===== src/rtl/agc_pkg.sv =====
// Package: types shared by the AGC loop blocks.
// Assumes an 8-bit reference and a two-entry register space.
package agc_pkg;
    localparam int REF_W = 8;

    // Loop configuration held in the register file
    typedef struct packed {
        logic             hold;     // freeze the loop
        logic             ref_sel;  // 1: host reference, 0: built-in
        logic [REF_W-1:0] ref_val;  // host-written reference
    } agc_cfg_t;
endpackage


===== src/rtl/agc_regs.sv =====
// Register file for the AGC loop.
// Address 0: bit0 hold, bit1 reference select. Address 1: reference value.
// Assumes single-cycle writes and no read path. It also picks the active reference.
module agc_regs
    import agc_pkg::*;
#(
    parameter logic [REF_W-1:0] DEFAULT_REF = 8'h40
) (
    input  logic             clk,
    input  logic             rst_n,
    input  logic             wr,
    input  logic             addr,
    input  logic [REF_W-1:0] wdata,
    output agc_cfg_t         cfg_o,
    output logic [REF_W-1:0] ref_o
);
    agc_cfg_t cfg_q;

    // Store register writes
    always_ff @(posedge clk) begin
        if (!rst_n) begin
            cfg_q <= '0;
        end else if (wr) begin
            if (addr == 1'b0) begin
                cfg_q.hold    <= wdata[0];
                cfg_q.ref_sel <= wdata[1];
            end else begin
                cfg_q.ref_val <= wdata;
            end
        end
    end

    // Choose the reference in effect
    always_comb ref_o = cfg_q.ref_sel ? cfg_q.ref_val : DEFAULT_REF;

    assign cfg_o = cfg_q;
endmodule


===== src/rtl/agc_dc_reduce.sv =====
// DC reduction: a leaky integrator tracks the running mean, and the mean is
// subtracted from the sample. The integrator moves only when adv is high.
// Assumes DC_SHIFT >= 1.
module agc_dc_reduce #(
    parameter int SAMPLE_W = 10,
    parameter int DC_SHIFT = 8
) (
    input  logic                       clk,
    input  logic                       rst_n,
    input  logic                       adv,
    input  logic signed [SAMPLE_W-1:0] x_i,
    output logic signed [SAMPLE_W:0]   dcr_o
);
    localparam int M_W = SAMPLE_W + DC_SHIFT;
    localparam int D_W = SAMPLE_W + 1;

    logic signed [M_W-1:0]      macc_q;
    logic signed [M_W-1:0]      mshift;
    logic signed [SAMPLE_W-1:0] mean;

    // Integer part of the mean estimate
    always_comb begin
        mshift = macc_q >>> DC_SHIFT;
        mean   = mshift[SAMPLE_W-1:0];
    end

    // Sample minus the mean, one bit wider
    always_comb dcr_o = $signed({x_i[SAMPLE_W-1], x_i}) - $signed({mean[SAMPLE_W-1], mean});

    // Add the residual into the integrator
    always_ff @(posedge clk) begin
        if (!rst_n) begin
            macc_q <= '0;
        end else if (adv) begin
            macc_q <= macc_q + $signed({{(M_W-D_W){dcr_o[D_W-1]}}, dcr_o});
        end
    end
endmodule


===== src/rtl/agc_err_acc.sv =====
// Error and accumulator: adds |dcr| - ref to a saturating gain word on each
// accepted sample. Issues one-cycle pulses when the word crosses a threshold.
// Assumes LO_THR < HI_THR, so the two pulses can never coincide.
module agc_err_acc #(
    parameter int             SAMPLE_W = 10,
    parameter int             ACC_W    = 16,
    parameter int             REF_W    = 8,
    parameter logic [ACC_W-1:0] LO_THR = 16'h2000,
    parameter logic [ACC_W-1:0] HI_THR = 16'hE000,
    parameter logic [ACC_W-1:0] ACC_RST = 16'h8000
) (
    input  logic                     clk,
    input  logic                     rst_n,
    input  logic                     adv,
    input  logic                     hold,
    input  logic signed [SAMPLE_W:0] dcr_i,
    input  logic [REF_W-1:0]         ref_i,
    output logic [ACC_W-1:0]         acc_o,
    output logic                     up_o,
    output logic                     dn_o
);
    localparam int D_W   = SAMPLE_W + 1;
    localparam int ERR_W = ((D_W > REF_W) ? D_W : REF_W) + 1;
    localparam int SUM_W = ((ACC_W > ERR_W) ? ACC_W : ERR_W) + 2;

    logic [ACC_W-1:0] acc_q, acc_nxt;
    logic [D_W-1:0]   mag;
    logic [ERR_W-1:0] err;
    logic [SUM_W-1:0] sum;
    logic             neg, over;

    // Magnitude of the DC-free sample minus the reference
    always_comb begin
        mag = dcr_i[D_W-1] ? D_W'(-dcr_i) : D_W'(dcr_i);
        err = ERR_W'(mag) - ERR_W'(ref_i);
    end

    // Widened sum, then clamp into the accumulator range
    always_comb begin
        sum     = SUM_W'(acc_q) + {{(SUM_W-ERR_W){err[ERR_W-1]}}, err};
        neg     = sum[SUM_W-1];
        over    = !neg && (|sum[SUM_W-2:ACC_W]);
        acc_nxt = neg ? '0 : (over ? '1 : sum[ACC_W-1:0]);
    end

    // Update the gain word and detect threshold crossings
    always_ff @(posedge clk) begin
        if (!rst_n) begin
            acc_q <= ACC_RST;
            up_o  <= 1'b0;
            dn_o  <= 1'b0;
        end else if (hold) begin
            up_o  <= 1'b0;
            dn_o  <= 1'b0;
        end else begin
            up_o  <= adv && (acc_nxt < LO_THR) && (acc_q >= LO_THR);
            dn_o  <= adv && (acc_nxt > HI_THR) && (acc_q <= HI_THR);
            if (adv) acc_q <= acc_nxt;
        end
    end

    assign acc_o = acc_q;
endmodule


===== src/rtl/agc_pwm.sv =====
// PWM generator: a free-running counter is compared with the duty value.
// The counter stops while run is low, which freezes the output level.
module agc_pwm #(
    parameter int PWM_W = 8
) (
    input  logic             clk,
    input  logic             rst_n,
    input  logic             run,
    input  logic [PWM_W-1:0] duty,
    output logic             pwm_o
);
    logic [PWM_W-1:0] cnt_q;

    // Advance the PWM period counter
    always_ff @(posedge clk) begin
        if (!rst_n)   cnt_q <= '0;
        else if (run) cnt_q <= cnt_q + 1'b1;
    end

    // High while the counter is below the duty value
    always_comb pwm_o = (cnt_q < duty);
endmodule


===== src/rtl/agc_loop_ctrl.sv =====
// Top level of the coherent AGC loop. Selects an input, removes DC, integrates
// the error against the reference, and drives the PWM and gain pulses.
// Assumes samples are two's complement and in_valid marks one sample per cycle.
module agc_loop_ctrl
    import agc_pkg::*;
#(
    parameter int               SAMPLE_W    = 10,
    parameter int               DC_SHIFT    = 8,
    parameter int               ACC_W       = 16,
    parameter int               PWM_W       = 8,
    parameter logic [REF_W-1:0] DEFAULT_REF = 8'h40,
    parameter logic [ACC_W-1:0] LO_THR      = 16'h2000,
    parameter logic [ACC_W-1:0] HI_THR      = 16'hE000,
    parameter logic [ACC_W-1:0] ACC_RST     = 16'h8000
) (
    input  logic                       clk,
    input  logic                       rst_n,
    input  logic                       in_sel,
    input  logic signed [SAMPLE_W-1:0] samp_a,
    input  logic signed [SAMPLE_W-1:0] samp_b,
    input  logic                       in_valid,
    input  logic                       cfg_wr,
    input  logic                       cfg_addr,
    input  logic [REF_W-1:0]           cfg_wdata,
    output logic [ACC_W-1:0]           gain_level,
    output logic                       pwm_out,
    output logic                       gain_up,
    output logic                       gain_dn
);
    agc_cfg_t                   cfg_q;
    logic [REF_W-1:0]           ref_eff;
    logic signed [SAMPLE_W-1:0] samp;
    logic signed [SAMPLE_W:0]   dcr;
    logic                       hold_en;
    logic                       adv;

    // Input selection and sample acceptance
    always_comb begin
        samp    = in_sel ? samp_b : samp_a;
        hold_en = cfg_q.hold;
        adv     = in_valid && !hold_en;
    end

    agc_regs #(.DEFAULT_REF(DEFAULT_REF)) u_regs (
        .clk(clk), .rst_n(rst_n), .wr(cfg_wr), .addr(cfg_addr),
        .wdata(cfg_wdata), .cfg_o(cfg_q), .ref_o(ref_eff)
    );

    agc_dc_reduce #(.SAMPLE_W(SAMPLE_W), .DC_SHIFT(DC_SHIFT)) u_dc (
        .clk(clk), .rst_n(rst_n), .adv(adv), .x_i(samp), .dcr_o(dcr)
    );

    agc_err_acc #(
        .SAMPLE_W(SAMPLE_W), .ACC_W(ACC_W), .REF_W(REF_W),
        .LO_THR(LO_THR), .HI_THR(HI_THR), .ACC_RST(ACC_RST)
    ) u_acc (
        .clk(clk), .rst_n(rst_n), .adv(adv), .hold(hold_en),
        .dcr_i(dcr), .ref_i(ref_eff), .acc_o(gain_level),
        .up_o(gain_up), .dn_o(gain_dn)
    );

    agc_pwm #(.PWM_W(PWM_W)) u_pwm (
        .clk(clk), .rst_n(rst_n), .run(!hold_en),
        .duty(gain_level[ACC_W-1 -: PWM_W]), .pwm_o(pwm_out)
    );
endmodule


===== config.mk =====
export PLATFORM = sky130hd
export DESIGN_NAME = agc_loop_ctrl
export DESIGN_NICKNAME = d
export VERILOG_FILES = /design/src/rtl/agc_pkg.sv /design/src/rtl/agc_regs.sv /design/src/rtl/agc_dc_reduce.sv /design/src/rtl/agc_err_acc.sv /design/src/rtl/agc_pwm.sv /design/src/rtl/agc_loop_ctrl.sv
export SDC_FILE = /design/constraint.sdc
export NUM_CORES = 1
export LEC_CHECK = 0
export ABC_CLOCK_PERIOD_IN_PS = 24700
export BUFFER_PORTS_ARGS = -buffer_cell sky130_fd_sc_hd__buf_2
export CAP_MARGIN = 10
export CORE_MARGIN = 4
export CORE_UTILIZATION = 55
export DETAILED_ROUTE_END_ITERATION = 10
export GPL_TIMING_DRIVEN = 0
export PLACE_DENSITY_LB_ADDON = 0.15
export SYNTH_ARGS = -nofsm -noshare
export SYNTH_HDL_FRONTEND = slang
export SYNTH_HIERARCHICAL = 1
export SYNTH_SLANG_ARGS = --single-unit

===== constraint.sdc =====
create_clock -name clk -period 24.7 [get_ports clk]
set_input_delay 6.175 -clock clk [delete_from_list [all_inputs] [get_ports clk]]
set_output_delay 6.175 -clock clk [all_outputs]
set_load 0.005 [all_outputs]

==> metrics.txt <==
run status finished, final reports clean; EDFF count, synth 0; placed cell area about 5700 µm²; core area slightly above 9000 µm²; Avg Cell Area, Syn ~7.9 µm²; final worst-path setup slack approximately 11000 ps; largest family of logic cells by synthesized area simple AND/OR/NAND/NOR gates; TritonCTS clock tree yes; sequential area share after synthesis 20.6%; most frequent cell after synthesis nand2_1; count of cell types in the netlist roughly 70; asr flop ratio synth 0%; Multi-input gate area 3890 µm²; fin nets roughly 820; Simple-Gate Fraction of Synth Area 22.2%; CP Data Required Time 24940 ps; Final Util between 60% and 70%; Initial Util 56.5%; drt wl/cell 15.0 µm; Congestion Overflow GR 0; layout cells sized above 1 a little over an eighth; cell taking the most area after synthesis dfxtp_1; Final Critical Period 13240 ps; Fin Clk Skew 11.2 ps; Clock Path Buffers 2; Post-Synth Adder-Cell Area between 15 and 20%; # setup viols final 0; Storage cell area between 1000 and 1500 µm²; post-CTS resize count 0; ys flop type dfxtp_1; Via Count between 4k and 5k; Synth Net Count 761; Reg clk slew, reported paths approximately 120 ps; CP max FO 15; total CTS buffers 5; mux cell area share after synthesis under 10%; Area Overhead vs Synth 9.80%; max-cap violation count 0; startpoint types input pin; hold crit path type flop to flop; Yosys top cell area share 20.6%; drt pass-1 iters 4; Critical-path top delay cell o21ba_2; initial antenna violation count 0; Mapped Cells ~660; Final TNS setup 0 ps; warnings from Yosys 6; largest net degree at the start of global routing 20; cell mode on critical path ha_1; die extent in x around 110 µm; normalized max-slew margin between 50 and 60%; worst slack at placement ~11000 ps; count of hold-fix buffers inserted at cts 0; synth cell count leaders nand2_1, ha_1, dfxtp_1; synthesized cell area 5250 µm²; antenna viol nets, final 0; synth top area cells dfxtp_1, ha_1, xnor2_1; clock latency on the worst-skew pair 320 ps; Max stage delay on crit path ~440 ps; flop-to-flop setup slack 17420 ps; worst-margin pin slew approximately 690 ps; vias per inst about 5.8; clock sinks between 50 and 60; critical path type input pin to flop; Die Ht between 100 and 150 µm; final wirelength about 13000 µm; Slew Limit Fails 0; Crit. End Element flop; # Post-CTS Setup Buffers 0; DPL Wire Length approximately 10000 µm; Ports 53; GRT Total Usage 22.4%; die area 11200 µm²; number of antenna diodes 0; filler instances around 860; maximum clock frequency between 70 and 80 MHz; vias in the first global route approximately 4.8k; GP Congestion slightly above 0.9; buffers added on ports 51; register bit total from synthesis 54; final instance area roughly 5800 µm²; first-pass GRT wire length ~21000 µm; crit share post-route between 50% and 60%; # rows 35; unrepaired setup endpoints after global routing false; DRC violations left 0; compound-cell area share of the yosys netlist between 20% and 30%; CP arrival roughly 13000 ps; htree depth 2; Final Hold Viols 0; Root Buffer clkbuf_8; 1st-iter DRT viols around 210; Synth Area in XOR/XNOR about 9%
==> sequential cells by signal, indices dropped and copies added, names as in the netlist <==
register / flops
u_acc/acc_o: 16
u_dc/macc_q: 18
u_regs/cfg_o: 10
u_pwm/cnt_q: 8
u_acc/up_o: 1
u_acc/dn_o: 1
==> final cells by class <==
class | count | share of cell area (%)
flip-flops and latches | 54 | 18.8
well taps | 129 | 2.80
repair buffers | 51 | 4.43
inverters | 51 | 3.32
clock buffers | 5 | 1.19
plain buffers | 16 | 1.45
multi-input cells | 541 | 67.5
clock inverters | 3 | 0.499
==> layer usage <==
| layer | up-vias | wire length [µm] | global-route usage, % |
|---|---|---|---|
| li1 | 2474 | - | - |
| met1 | 2299 | 5320 | 25.7 |
| met2 | 118 | 6590 | 42.1 |
| met3 | 23 | 508 | 3.31 |
| met4 | 0 | 297 | 7.40 |
| met5 | - | 0 | 0 |
==> through the flow <==
stage	cells	hold WS (ps)
after floorplan	662	430
after global placement	842	445
after detailed placement	842	454
after CTS	850	474
after global routing	850	486
final	850	468
==> worst max-delay path: cells and delay by family <==
family	cells	cell delay, ps
AO/OA/AOI/OAI	12	3030
XOR/XNOR	2	470
adder cells (fa/ha/maj)	4	1250
buffers and inverters	4	640
multiplexers	1	310
AND/OR/NAND/NOR	8	1580
==> final timing paths <==
check,startpoint,end,cells past startpoint
setup / recovery,in_sel,u_acc/dn_o,31
hold / removal,u_regs/cfg_o[2],u_regs/cfg_o[2],2
setup reg to reg,u_dc/macc_q[8],u_acc/dn_o,28
hold reg to reg,u_regs/cfg_o[2],u_regs/cfg_o[2],2
==> cells by family (layout without fill, tap and decap cells) <==
| family | after synthesis | in the layout |
|---|---|---|
| adders and majority gates | 65 | 65 |
| and+or+nand+nor | 226 | 226 |
| buffers and inverters | 67 | 126 |
| AOI/OAI and AO/OA | 174 | 174 |
| muxes | 23 | 23 |
| DFF | 54 | 54 |
| xor gates and xnor gates | 53 | 53 |
==> cells in the final DEF, fill, tap and decap left out, types with 3 or more instances in the layout <==
cell type  netlist  layout
nand2_1         64      64
ha_1            61      61
dfxtp_1         54      54
buf_2            1      52
a21oi_1         52      52
inv_1           51      51
o21ai_0         51      51
nor2_1          48      48
xnor2_1         38      38
nand3_1         19      19
nand4_1         17      17
and2_1          17      17
xor2_1          14      14
nor2b_1         13      13
mux2i_1         13      13
clkbuf_1        11      11
nand2b_1        11      11
mux2_4          10      10
a211oi_1         8       8
a21o_1           7       7
nor3_1           6       6
clkbuf_8         0       5
a21boi_0         5       5
o21a_1           5       5
or4_1            5       5
o211ai_1         5       5
nor4_1           5       5
or3_1            4       4
fa_1             4       4
a21boi_1         3       3
a31oi_1          3       3
a311oi_1         3       3
o31ai_1          3       3
Power is left out: the tool's default activity adds up to more than one toggle a clock period on the data nets, which glitch-free logic cannot reach.
